[config.mk]
export PLATFORM = sky130hd
export DESIGN_NAME = sar_conv_ctrl
export DESIGN_NICKNAME = d
export VERILOG_FILES = /design/src/rtl/sar_seq_pkg.sv /design/src/rtl/sar_trig_gate.sv /design/src/rtl/sar_smp_timer.sv /design/src/rtl/sar_trial_engine.sv /design/src/rtl/sar_conv_ctrl.sv
export SDC_FILE = /design/constraint.sdc
export NUM_CORES = 1
export LEC_CHECK = 0
export BUFFER_PORTS_ARGS = -buffer_cell sky130_fd_sc_hd__buf_2
export CAP_MARGIN = 30
export CORE_ASPECT_RATIO = 1.25
export CORE_MARGIN = 4
export CORE_UTILIZATION = 54
export CTS_BUF_LIST = sky130_fd_sc_hd__clkbuf_16
export DETAILED_ROUTE_END_ITERATION = 8
export PLACE_DENSITY = 0.78
export SETUP_SLACK_MARGIN = 0.4
export SYNTH_ARGS = -nofsm -noshare
export SYNTH_HDL_FRONTEND = slang
export SYNTH_HIERARCHICAL = 1
export SYNTH_SLANG_ARGS = --single-unit
[constraint.sdc]
create_clock -name clk -period 2.4 [get_ports clk]
set_input_delay 0.36 -clock clk [delete_from_list [all_inputs] [get_ports clk]]
set_output_delay 0.36 -clock clk [all_outputs]
set_load 0.005 [all_outputs]
[src/rtl/sar_seq_pkg.sv]
package sar_seq_pkg;

    typedef enum logic [1:0] {
        CS_IDLE   = 2'd0,
        CS_SAMPLE = 2'd1,
        CS_TRIAL  = 2'd2
    } ctrl_state_e;

    typedef enum logic {
        TP_SETTLE = 1'b0,
        TP_DECIDE = 1'b1
    } trial_phase_e;

    typedef struct packed {
        logic accept;
        logic from_sw;
    } start_req_t;

    function automatic int unsigned floor_at(input int unsigned value, input int unsigned lo);
        return (value < lo) ? lo : value;
    endfunction

endpackage

[src/rtl/sar_trig_gate.sv]
module sar_trig_gate (
    input  logic                    clk,
    input  logic                    rst,
    input  logic                    conv_en,
    input  logic                    idle,
    input  logic                    timer_mode,
    input  logic                    sw_start_wr,
    input  logic                    timer_trig,
    output sar_seq_pkg::start_req_t req
);
    import sar_seq_pkg::*;

    logic src_pulse;

    always_comb begin
        src_pulse   = timer_mode ? timer_trig : sw_start_wr;
        req.accept  = idle && conv_en && src_pulse;
        req.from_sw = req.accept && !timer_mode;
    end


    timer_mode_no_swflag_chk: assert property (@(posedge clk) disable iff (rst)
        timer_mode |-> !req.from_sw);

endmodule

[src/rtl/sar_smp_timer.sv]
module sar_smp_timer #(
    parameter int unsigned CFG_W   = 4,
    parameter int unsigned MIN_CYC = 2
) (
    input  logic             clk,
    input  logic             rst,
    input  logic             load,
    input  logic             run,
    input  logic [CFG_W-1:0] cfg,
    output logic             last
);
    import sar_seq_pkg::*;

    localparam logic [CFG_W-1:0] MIN_V = CFG_W'(MIN_CYC);

    logic [CFG_W-1:0] cnt;
    logic [CFG_W-1:0] load_val;

    always_comb begin
        load_val = CFG_W'(floor_at(int'(cfg), MIN_CYC));
    end

    always_ff @(posedge clk) begin
        if (rst) begin
            cnt <= '0;
        end else if (load) begin
            cnt <= load_val;
        end else if (run && cnt != '0) begin
            cnt <= cnt - 1'b1;
        end
    end

    assign last = run && (cnt == CFG_W'(1));


    smp_floor_chk: assert property (@(posedge clk) disable iff (rst)
        load |=> (cnt >= MIN_V));

endmodule

[src/rtl/sar_trial_engine.sv]
module sar_trial_engine #(
    parameter int unsigned W = 12
) (
    input  logic         clk,
    input  logic         rst,
    input  logic         start,
    input  logic         abort,
    input  logic         cmp_ge,
    output logic [W-1:0] tap,
    output logic         done,
    output logic [W-1:0] final_code
);
    import sar_seq_pkg::*;

    localparam logic [W-1:0] TOP_BIT = {1'b1, {(W-1){1'b0}}};

    logic [W-1:0]  sar;
    logic [W-1:0]  mask;
    logic          active;
    trial_phase_e  phase;
    logic [W-1:0]  decided;
    logic          deciding;

    always_comb begin
        deciding   = active && (phase == TP_DECIDE);
        decided    = cmp_ge ? sar : (sar & ~mask);
        done       = deciding && mask[0];
        final_code = decided;
        tap        = sar;
    end

    always_ff @(posedge clk) begin
        if (rst || abort) begin
            sar    <= '0;
            mask   <= '0;
            active <= 1'b0;
            phase  <= TP_SETTLE;
        end else if (start) begin
            sar    <= TOP_BIT;
            mask   <= TOP_BIT;
            active <= 1'b1;
            phase  <= TP_SETTLE;
        end else if (active && phase == TP_SETTLE) begin
            phase <= TP_DECIDE;
        end else if (deciding) begin
            phase <= TP_SETTLE;
            if (mask[0]) begin
                sar    <= '0;
                mask   <= '0;
                active <= 1'b0;
            end else begin
                sar  <= decided | (mask >> 1);
                mask <= mask >> 1;
            end
        end
    end


    mask_onehot_chk: assert property (@(posedge clk) disable iff (rst)
        $onehot0(mask));


    bit_cleared_chk: assert property (@(posedge clk) disable iff (rst)
        (deciding && !abort && !cmp_ge && !mask[0]) |=> ((sar & $past(mask)) == '0));


    bit_kept_chk: assert property (@(posedge clk) disable iff (rst)
        (deciding && !abort && cmp_ge && !mask[0]) |=> ((sar & $past(mask)) != '0));

endmodule

[src/rtl/sar_conv_ctrl.sv]
module sar_conv_ctrl #(
    parameter int unsigned SAR_W   = 12,
    parameter int unsigned SMP_W   = 4,
    parameter int unsigned SMP_MIN = 2
) (
    input  logic             clk,
    input  logic             rst,
    input  logic             conv_en,
    input  logic             trig_timer_mode,
    input  logic             sw_start_wr,
    input  logic             timer_trig,
    input  logic [SMP_W-1:0] smp_cfg,
    input  logic             cmp_ge,
    output logic             sh_sample,
    output logic             sh_hold,
    output logic [SAR_W-1:0] tap_code,
    output logic [SAR_W-1:0] result,
    output logic             eoc_irq,
    output logic             busy,
    output logic             start_flag
);
    import sar_seq_pkg::*;

    localparam logic [SAR_W-1:0] HALF_SCALE = {1'b1, {(SAR_W-1){1'b0}}};

    ctrl_state_e      state;
    ctrl_state_e      state_nx;
    start_req_t       req;
    logic             smp_last;
    logic             eng_start;
    logic             eng_abort;
    logic             eng_done;
    logic [SAR_W-1:0] eng_code;
    logic             finish;

    sar_trig_gate u_gate (
        .clk         (clk),
        .rst         (rst),
        .conv_en     (conv_en),
        .idle        (state == CS_IDLE),
        .timer_mode  (trig_timer_mode),
        .sw_start_wr (sw_start_wr),
        .timer_trig  (timer_trig),
        .req         (req)
    );

    sar_smp_timer #(
        .CFG_W   (SMP_W),
        .MIN_CYC (SMP_MIN)
    ) u_timer (
        .clk  (clk),
        .rst  (rst),
        .load (req.accept),
        .run  (state == CS_SAMPLE),
        .cfg  (smp_cfg),
        .last (smp_last)
    );

    sar_trial_engine #(
        .W (SAR_W)
    ) u_engine (
        .clk        (clk),
        .rst        (rst),
        .start      (eng_start),
        .abort      (eng_abort),
        .cmp_ge     (cmp_ge),
        .tap        (tap_code),
        .done       (eng_done),
        .final_code (eng_code)
    );

    always_comb begin
        eng_abort = !conv_en && (state != CS_IDLE);
        eng_start = (state == CS_SAMPLE) && smp_last && conv_en;
        finish    = (state == CS_TRIAL) && eng_done && conv_en;
        state_nx  = state;
        unique case (state)
            CS_IDLE:   if (req.accept) state_nx = CS_SAMPLE;
            CS_SAMPLE: begin
                if (eng_abort)     state_nx = CS_IDLE;
                else if (smp_last) state_nx = CS_TRIAL;
            end
            CS_TRIAL: begin
                if (eng_abort || finish) state_nx = CS_IDLE;
            end
            default:   state_nx = CS_IDLE;
        endcase
    end

    always_ff @(posedge clk) begin
        if (rst) begin
            state      <= CS_IDLE;
            result     <= '0;
            eoc_irq    <= 1'b0;
            start_flag <= 1'b0;
        end else begin
            state   <= state_nx;
            eoc_irq <= finish;
            if (finish) begin
                result <= eng_code;
            end
            if (req.from_sw) begin
                start_flag <= 1'b1;
            end else if (finish || eng_abort) begin
                start_flag <= 1'b0;
            end
        end
    end

    assign busy      = (state != CS_IDLE);
    assign sh_sample = (state == CS_SAMPLE);
    assign sh_hold   = (state == CS_TRIAL);


    start_into_sample_chk: assert property (@(posedge clk) disable iff (rst)
        $rose(busy) |-> sh_sample);


    start_needs_enable_chk: assert property (@(posedge clk) disable iff (rst)
        $rose(busy) |-> $past(conv_en));


    first_tap_half_chk: assert property (@(posedge clk) disable iff (rst)
        $rose(sh_hold) |-> (tap_code == HALF_SCALE));


    tap_only_in_hold_chk: assert property (@(posedge clk) disable iff (rst)
        (tap_code != '0) |-> sh_hold);


    eoc_single_chk: assert property (@(posedge clk) disable iff (rst)
        eoc_irq |=> !eoc_irq);


    eoc_ends_busy_chk: assert property (@(posedge clk) disable iff (rst)
        eoc_irq |-> (!busy && $past(sh_hold)));


    result_steady_chk: assert property (@(posedge clk) disable iff (rst)
        !eoc_irq |-> $stable(result));


    no_restart_chk: assert property (@(posedge clk) disable iff (rst)
        $past(sh_hold) |-> !sh_sample);


    flag_clear_chk: assert property (@(posedge clk) disable iff (rst)
        eoc_irq |-> !start_flag);


    abort_idle_chk: assert property (@(posedge clk) disable iff (rst)
        (busy && !conv_en) |=> (!busy && !eoc_irq));

endmodule

==> out/metrics.csv, run 1 <==
stage,metric,value,unit
status,status,"complete, no violations",
routing,via count,1756,
synthesis,Cells after Synth,229,
cells_and_area,most frequent cells in the layout,"dfxtp_1 (46), buf_2 (39), nand2_1 (35), a21oi_1 (26), inv_1 (14)",
timing,fin crit period,1.88,ns
cells_and_area,final core utilization,69.1,%
grt,first-pass GRT wire length,8000,um
clock_tree,Clock Tree Buf Depth,2,
synthesis,Synth Flop Type,dfxtp_1,
cells_and_area,Fillers,304,
routing,Post-Route WL,4510,um
cells_and_area,layout cell share with drive strength beyond 1,23.4,%
synthesis,Synth Net Count,242,
power_and_ir_drop,pwr dens,730,nW/um^2
clock_tree,Post-CTS Hold Fix Bufs,0,
timing,fmax,533,MHz
timing,final setup TNS,0,ns
synthesis,register area share after synthesis,45.0,%
timing,Tcrit/Tclk final,78.2,%
clock_tree,CTS Root Cell,clkbuf_16,
synthesis,adder-cell share of the synthesized area,1.22,%
worst_setup_path,CP max stage cell,or3_4,
synthesis,"Distinct cells, synth",47,
die,die width,63.1,um
power_and_ir_drop,leakage,0.00102,uW
clock_tree,htree depth,2,
grt,vias in the first global route,1762,
synthesis,largest family of logic cells by synthesized area,compound AO/OA/AOI/OAI gates,
cells_and_area,Final #Nets,281,
clock_tree,"Reg clk slew, reported paths",0.06,ns
timing,Final Setup Violations,0,
timing,Tightest Pin Transition,0.557,ns
routing,Routed Antenna Nets,0,
clock_tree,Sink Count,46,
cells_and_area,Syn-to-layout area delta,20.6,%
routing,Iter 0 DRT Violations,82,
power_and_ir_drop,VDD IR max,0.453,mV
synthesis,Synth Register Bits,46,
placed_design,DP Area,2250,um^2
die,I/O Pins,40,
grt,largest net degree at the start of global routing,26,
cells_and_area,n_diodes,0,
synthesis,Yosys top cell by area,dfxtp_1,
clock_tree,CTS tree,yes,
cells_and_area,area of the multi-input gates,1040,um^2
die,die area,4850,um^2
timing,"Slew Viols, Final",0,
clock_tree,# Post-CTS Setup Buffers,0,
placed_design,I/O Buffers,39,
worst_setup_path,critical-path maximum fanout,11,
synthesis,Yosys Warn Count,6,
die,total core area,3570,um^2
worst_setup_path,Worst Path Required,2.63,ns
synthesis,main area contributors after synthesis,"dfxtp_1 (45%), nand2_1 (6.4%), a21oi_1 (6.4%)",
synthesis,Simple-Gate Fraction of Synth Area,23.2,%
synthesis,mux cell area share after synthesis,0.977,%
cells_and_area,"commonest non-fill, non-tap cell in the layout",dfxtp_1,
timing,RSZ-0062 raised after global routing,no,
cells_and_area,final non-filler cell area,2470,um^2
min_path,worst min-delay path category,input pin to register,
routing,Pre-Repair DR Iteration Count,4,
die,chip height,76.9,um
timing,clk_skew,0.00565,ns
worst_setup_path,Startpoint Class,register,
synthesis,xor and xnor area share after synthesis,0,%
placed_design,routability cong.,0.786,
die,site row count,24,
clock_tree,"Clk Latency, worst-skew pair",0.29,ns
timing,Slew HR,62.6,%
job,Max-cap violations,0,
worst_setup_path,CP Cell Sequence,"and2b_4, nor4bb_4, and3_4, or3_4, nor2_4, a22o_1",
routing,# DRC,0,
cells_and_area,Storage cell area,921,um^2
worst_setup_path,CP Data Arrival Time,2.11,ns
synthesis,Synth top area share,45.0,%
grt,total track usage,20.2,%
worst_setup_path,CP peak stage delay,0.45,ns
synthesis,Post-synth ARST share,0,%
timing,"Hold Vio Cnt, Final",0,
synthesis,Synth Area in Compound Gates,23.3,%
synthesis,mapped cell area,2050,um^2
routing,Routed WL per cell,14.6,um
placed_design,dpl hpwl,3160,um
synthesis,Post-synth EDFFs,0,
synthesis,synthesized area per cell,8.94,um^2
power_and_ir_drop,Final Power,1800,uW
routing,DR vias/cell,5.70,
worst_setup_path,critical path type,register to register,
worst_setup_path,Setup crit end kind,register,
grt,grt ovf,0,
die,Initial Util,57.3,%
clock_tree,CTS Buf Count,5,
grt,initial antenna violation count,0,
-- final cells by class --
type                            count  share of cell area, %
Multi-Input combinational cell    158                   42.0
Timing Repair Buffer               42                   8.81
Clock buffer                        5                   5.07
Inverter                           15                   2.28
Tap cell                           39                   1.98
Clock inverter                      3                   2.58
Sequential cell                    46                   37.3
-- repair_timing --
item / in CTS / in global routing
pin swaps: 2 / 1
gates resized for setup: 3 / 2
gates cloned: 1 / 0
endpoints found under the setup margin: 19 / 18
-- through the flow --
step | setup WS (ns) | hold slack (ns) | std cells
final | 0.523 | 0.332 | 308
after global placement | 0.300 | 0.439 | 299
after floorplan | 0.449 | 0.432 | 229
after detailed placement | 0.222 | 0.443 | 299
after CTS | 0.416 | 0.335 | 308
after global routing | 0.437 | 0.370 | 308
-- routing by layer --
| layer | vias up | wire [um] | track usage [%] |
|---|---|---|---|
| met4 | 0 | 46 | 6.40 |
| met2 | 37 | 2280 | 36.1 |
| met5 | - | 0 | 0 |
| met3 | 5 | 221 | 5.56 |
| met1 | 816 | 1960 | 22.9 |
| li1 | 898 | - | - |
-- logic make-up (layout without fill, tap and decap cells) --
| logic type | after synthesis | after routing |
|---|---|---|
| AO/OA/AOI/OAI | 68 | 68 |
| adder cells (fa/ha/maj) | 2 | 2 |
| buffers and inverters | 26 | 65 |
| flip-flops | 46 | 46 |
| multiplexers | 2 | 2 |
| AND/OR/NAND/NOR | 85 | 86 |
-- synth_stat cells (all sizes together) (2+ instances only) --
cell type,n
dfxtp,46
inv,15
buf,6
and2b,2
a21oi,27
nand4b,2
a31oi,6
nand2,36
nand3,4
a21boi,5
a211o,6
nand2b,5
mux2i,2
clkbuf,5
a2111o,2
nand3b,8
o311a,4
nor2,12
nor2b,2
ha,2
a22o,10
nor3,4
-- worst max-delay path, delay by kind of cell (launching register included) --
| kind | cells | cell delay [ns] |
|---|---|---|
| AND/OR/NAND/NOR | 5 | 1.26 |
| flip-flops | 1 | 0.39 |
| AO/OA/AOI/OAI | 1 | 0.16 |
-- state kept, by name (all words and copies together), names as in the netlist --
name and count:
u_timer/cnt 4, u_engine/phase 1, state 2, start_flag 1, eoc_irq 1, u_engine/tap 12, result 12, u_engine/mask 12
u_engine/active 1
-- final timing paths --
| check | start | to | slack, ns | depth (start not counted) |
|---|---|---|---|---|
| worst max register to register | state[1]$_SDFFE_PP0P_ | u_engine/mask[2]$_SDFFE_PP0P_ | 0.52 | 6 |
| worst max-delay path | state[1]$_SDFFE_PP0P_ | u_engine/mask[2]$_SDFFE_PP0P_ | 0.52 | 6 |
| worst min register to register | result[8]$_SDFFE_PP0P_ | result[8]$_SDFFE_PP0P_ | 0.45 | 2 |
| worst min-delay path | smp_cfg[1] | u_timer/cnt[1]$_SDFFE_PP0P_ | 0.33 | 3 |
-- power breakdown --
group	switching [uW]	total, uW	internal (uW)
registers	15.2	795	780
clock network	284	877	593
logic	73.2	132	59.1
Power figures use the tool's default switching activity.
==> inputs of run 2 (changes only) <==
==> constraint.sdc (replaced) <==
create_clock -name clk -period 1.8 [get_ports clk]
set_input_delay 0.27 -clock clk [delete_from_list [all_inputs] [get_ports clk]]
set_output_delay 0.27 -clock clk [all_outputs]
set_load 0.005 [all_outputs]
==> run 2 against run 1 <==
The run now ends with negative setup slack left. Core utilization rose by 8.5 points. Wire length grew 29%. Fmax grew 3.1%. Worst setup slack got worse by 0.54 ns. Clock skew fell by 0.0017 ns. Combinational power increased by 100%. Non-clock buffer count is 24 higher. Critical path depth unchanged. Hold slack worse by 0.082 ns. Sequential share of layout area shrank 3.9 points. Register-to-register slack got worse by 0.54 ns. Critical path type unchanged. Highest routed layer unchanged.
==> out/metrics.csv, run 2 (synthesis results as in run 1) <==
stage,metric,value,unit,change
timing,"Worst Setup Slack, final",-0.0207,ns,was 0.523 ns
clock_tree,Sink Count,46,,unchanged
placed_design,dpl hpwl,3260,um,was 3160 um
grt,first-pass GRT wire length,8770,um,was 8000 um
worst_setup_path,R2R cell count,6,,unchanged
worst_setup_path,crit path from,state[1]$_SDFFE_PP0P_,,unchanged
timing,fin crit period,1.82,ns,was 1.88 ns
timing,RSZ-0062 raised after global routing,yes,,was no
routing,Routed Antenna Nets,0,,unchanged
timing,Slew HR,65.0,%,was 62.6%
routing,Routed WL per cell,17.6,um,was 14.6 um
clock_tree,CTS Root Cell,clkbuf_16,,unchanged
grt,initial antenna violation count,0,,unchanged
placed_design,routability cong.,0.747,,was 0.786
grt,total track usage,22.7,%,was 20.2%
timing,Tightest Pin Transition,0.525,ns,was 0.557 ns
timing,Final Setup Violations,1,,was 0
worst_setup_path,critical path type,register to register,,unchanged
worst_setup_path,CP Cell Sequence,"and2b_2, buf_4, buf_4, nor4b_1, mux2i_1, a211oi_1",,"was and2b_4, nor4bb_4, and3_4, or3_4, nor2_4, a22o_1"
worst_setup_path,Worst R2R End,u_timer/cnt[3]$_SDFFE_PP0P_,,was u_engine/mask[2]$_SDFFE_PP0P_
cells_and_area,layout cell share with drive strength beyond 1,37.8,%,was 23.4%
clock_tree,htree depth,2,,unchanged
clock_tree,Clock Tree Buf Depth,2,,unchanged
timing,"Hold Vio Cnt, Final",0,,unchanged
routing,Iter 0 DRT Violations,126,,was 82
die,die area,4850,um^2,unchanged
clock_tree,Post-CTS Hold Fix Bufs,0,,unchanged
clock_tree,CTS tree,yes,,unchanged
cells_and_area,Syn-to-layout area delta,35.5,%,was 20.6%
timing,Tcrit/Tclk final,101,%,was 78.2%
cells_and_area,n_diodes,0,,unchanged
worst_setup_path,cell family with most CP delay,simple AND/OR/NAND/NOR gates,,unchanged
worst_setup_path,CP Depth,6,,unchanged
power_and_ir_drop,leakage,0.00114,uW,was 0.00102 uW
worst_setup_path,Setup crit end kind,register,,unchanged
worst_setup_path,CP max stage cell,nor4b_1,,was or3_4
job,Max-cap violations,0,,unchanged
cells_and_area,Fillers,241,,was 304
worst_setup_path,Setup crit end,u_timer/cnt[3]$_SDFFE_PP0P_,,was u_engine/mask[2]$_SDFFE_PP0P_
worst_setup_path,Crit Reg-Reg Startpoint,state[1]$_SDFFE_PP0P_,,unchanged
status,failing checks,negative setup slack,,
worst_setup_path,most frequent CP cell,buf_4,,
clock_tree,CTS Buf Count,5,,unchanged
power_and_ir_drop,VDD IR max,0.417,mV,was 0.453 mV
grt,grt ovf,0,,unchanged
grt,largest net degree at the start of global routing,24,,was 26
power_and_ir_drop,Final Power,2180,uW,was 1800 uW
cells_and_area,"commonest non-fill, non-tap cell in the layout",dfxtp_1,,unchanged
clock_tree,"Clk Latency, worst-skew pair",0.28,ns,was 0.29 ns
placed_design,I/O Buffers,39,,unchanged
worst_setup_path,Startpoint Class,register,,unchanged
die,I/O Pins,40,,unchanged
routing,DR vias/cell,5.91,,was 5.70
placed_design,pre-CTS setup slack,-0.0441,ns,was 0.222 ns
grt,vias in the first global route,1896,,was 1762
die,die width,63.1,um,unchanged
cells_and_area,most frequent cells in the layout,"dfxtp_1 (41), buf_2 (39), nand2_1 (34), a21oi_1 (24), buf_4 (16)",,"was dfxtp_1 (46), buf_2 (39), nand2_1 (35), a21oi_1 (26), inv_1 (14)"
die,site row count,24,,unchanged
status,status,finished with violations,,"was complete, no violations"
die,total core area,3570,um^2,unchanged
cells_and_area,Final #Nets,305,,was 281
timing,clk_skew,0.00400,ns,was 0.00565 ns
worst_setup_path,CP peak stage delay,0.44,ns,was 0.45 ns
routing,Post-Route WL,5810,um,was 4510 um
worst_setup_path,critical-path maximum fanout,7,,was 11
timing,"Slew Viols, Final",0,,unchanged
clock_tree,"Reg clk slew, reported paths",0.06,ns,about the same
worst_setup_path,CP bufs+invs,2,,was 0
power_and_ir_drop,pwr dens,786,nW/um^2,was 730 nW/um^2
worst_setup_path,Worst Path Required,1.96,ns,was 2.63 ns
worst_setup_path,R2R Setup Slk,-0.02,ns,was 0.52 ns
routing,via count,1949,,was 1756
routing,# DRC,0,,unchanged
die,Initial Util,57.3,%,unchanged
routing,Pre-Repair DR Iteration Count,4,,unchanged
die,chip height,76.9,um,unchanged
worst_setup_path,CP Data Arrival Time,1.98,ns,was 2.11 ns
min_path,worst min-delay path category,input pin to register,,unchanged
timing,fmax,549,MHz,was 533 MHz
## run 2: cell count changes in the layout (fill, tap and decap cells not counted), moves of 4 or more
cell     change
buf_6       +11
dfxtp_2      +5
buf_4       +13
inv_1        -4
dfxtp_1      -5
## run 2: layer usage
| metal | vias to the layer above | GRT usage [%] | wire [um] |
|---|---|---|---|
| li1 | 944 | - | - |
| met1 | 920 | 24.1 | 2230 |
| met2 | 60 | 41.0 | 3020 |
| met3 | 25 | 5.12 | 287 |
| met4 | 0 | 11.7 | 272 |
| met5 | - | 0 | 0 |
## run 2: cell type report
type	count	area, um^2	area share (%)
Multi-Input combinational cell	158	1170	42.2
Sequential cell	46	927	33.4
Timing Repair Buffer	66	439	15.8
Clock buffer	5	125	4.51
Inverter	15	61.3	2.21
Tap cell	39	48.8	1.76
Clock inverter	1	3.75	0.135
## run 2: worst reg2reg max path, cell delays in order, from the launching register on
cell	delay, ns
dfxtp_2	0.33
and2b_2	0.24
buf_4	0.14
buf_4	0.16
nor4b_1	0.44
mux2i_1	0.30
a211oi_1	0.10
## run 2: how the worst min path moves through the flow
stage / from / endpoint / slack (ns) / cells after the start
final: smp_cfg[1] / u_timer/cnt[1]$_SDFFE_PP0P_ / 0.25 / 3
after CTS: smp_cfg[1] / u_timer/cnt[1]$_SDFFE_PP0P_ / 0.26 / 3
after global routing: smp_cfg[1] / u_timer/cnt[1]$_SDFFE_PP0P_ / 0.29 / 3
after detailed placement: result[1]$_SDFFE_PP0P_ / result[1]$_SDFFE_PP0P_ / 0.44 / 2
after global placement: result[5]$_SDFFE_PP0P_ / result[5]$_SDFFE_PP0P_ / 0.44 / 2
after floorplan: rst / u_timer/cnt[2]$_SDFFE_PP0P_ / 0.34 / 1
## run 2: what timing repair did
item                       4_1_cts  5_1_grt
buffers inserted                13        1
cloned                           1        0
pin swaps                       10       14
setup endpoints to repair       40       47
gates resized for setup         24       22
## run 2: per-stage QoR
stage          std cells  setup TNS [ns]  instance area, um^2  hold slack, ns  utilization [%]
2_1_floorplan        229         -0.0133                 2090           0.342                -
3_3_place_gp         309          -0.171                 2350           0.441             65.9
3_5_place_dp         309          -0.372                 2350           0.444             65.9
4_1_cts              329               0                 2680           0.258             74.9
5_1_grt              330          -0.139                 2780           0.291             77.7
6_report             330         -0.0207                 2780           0.250             77.7
## run 2: power breakdown
group          switching, uW  leakage (uW)  total, uW  internal (uW)
Clock                    356     0.0000632        850            494
Sequential              22.3      0.000374       1060           1040
Combinational            141      0.000704        268            127
Total                    519       0.00114       2180           1660
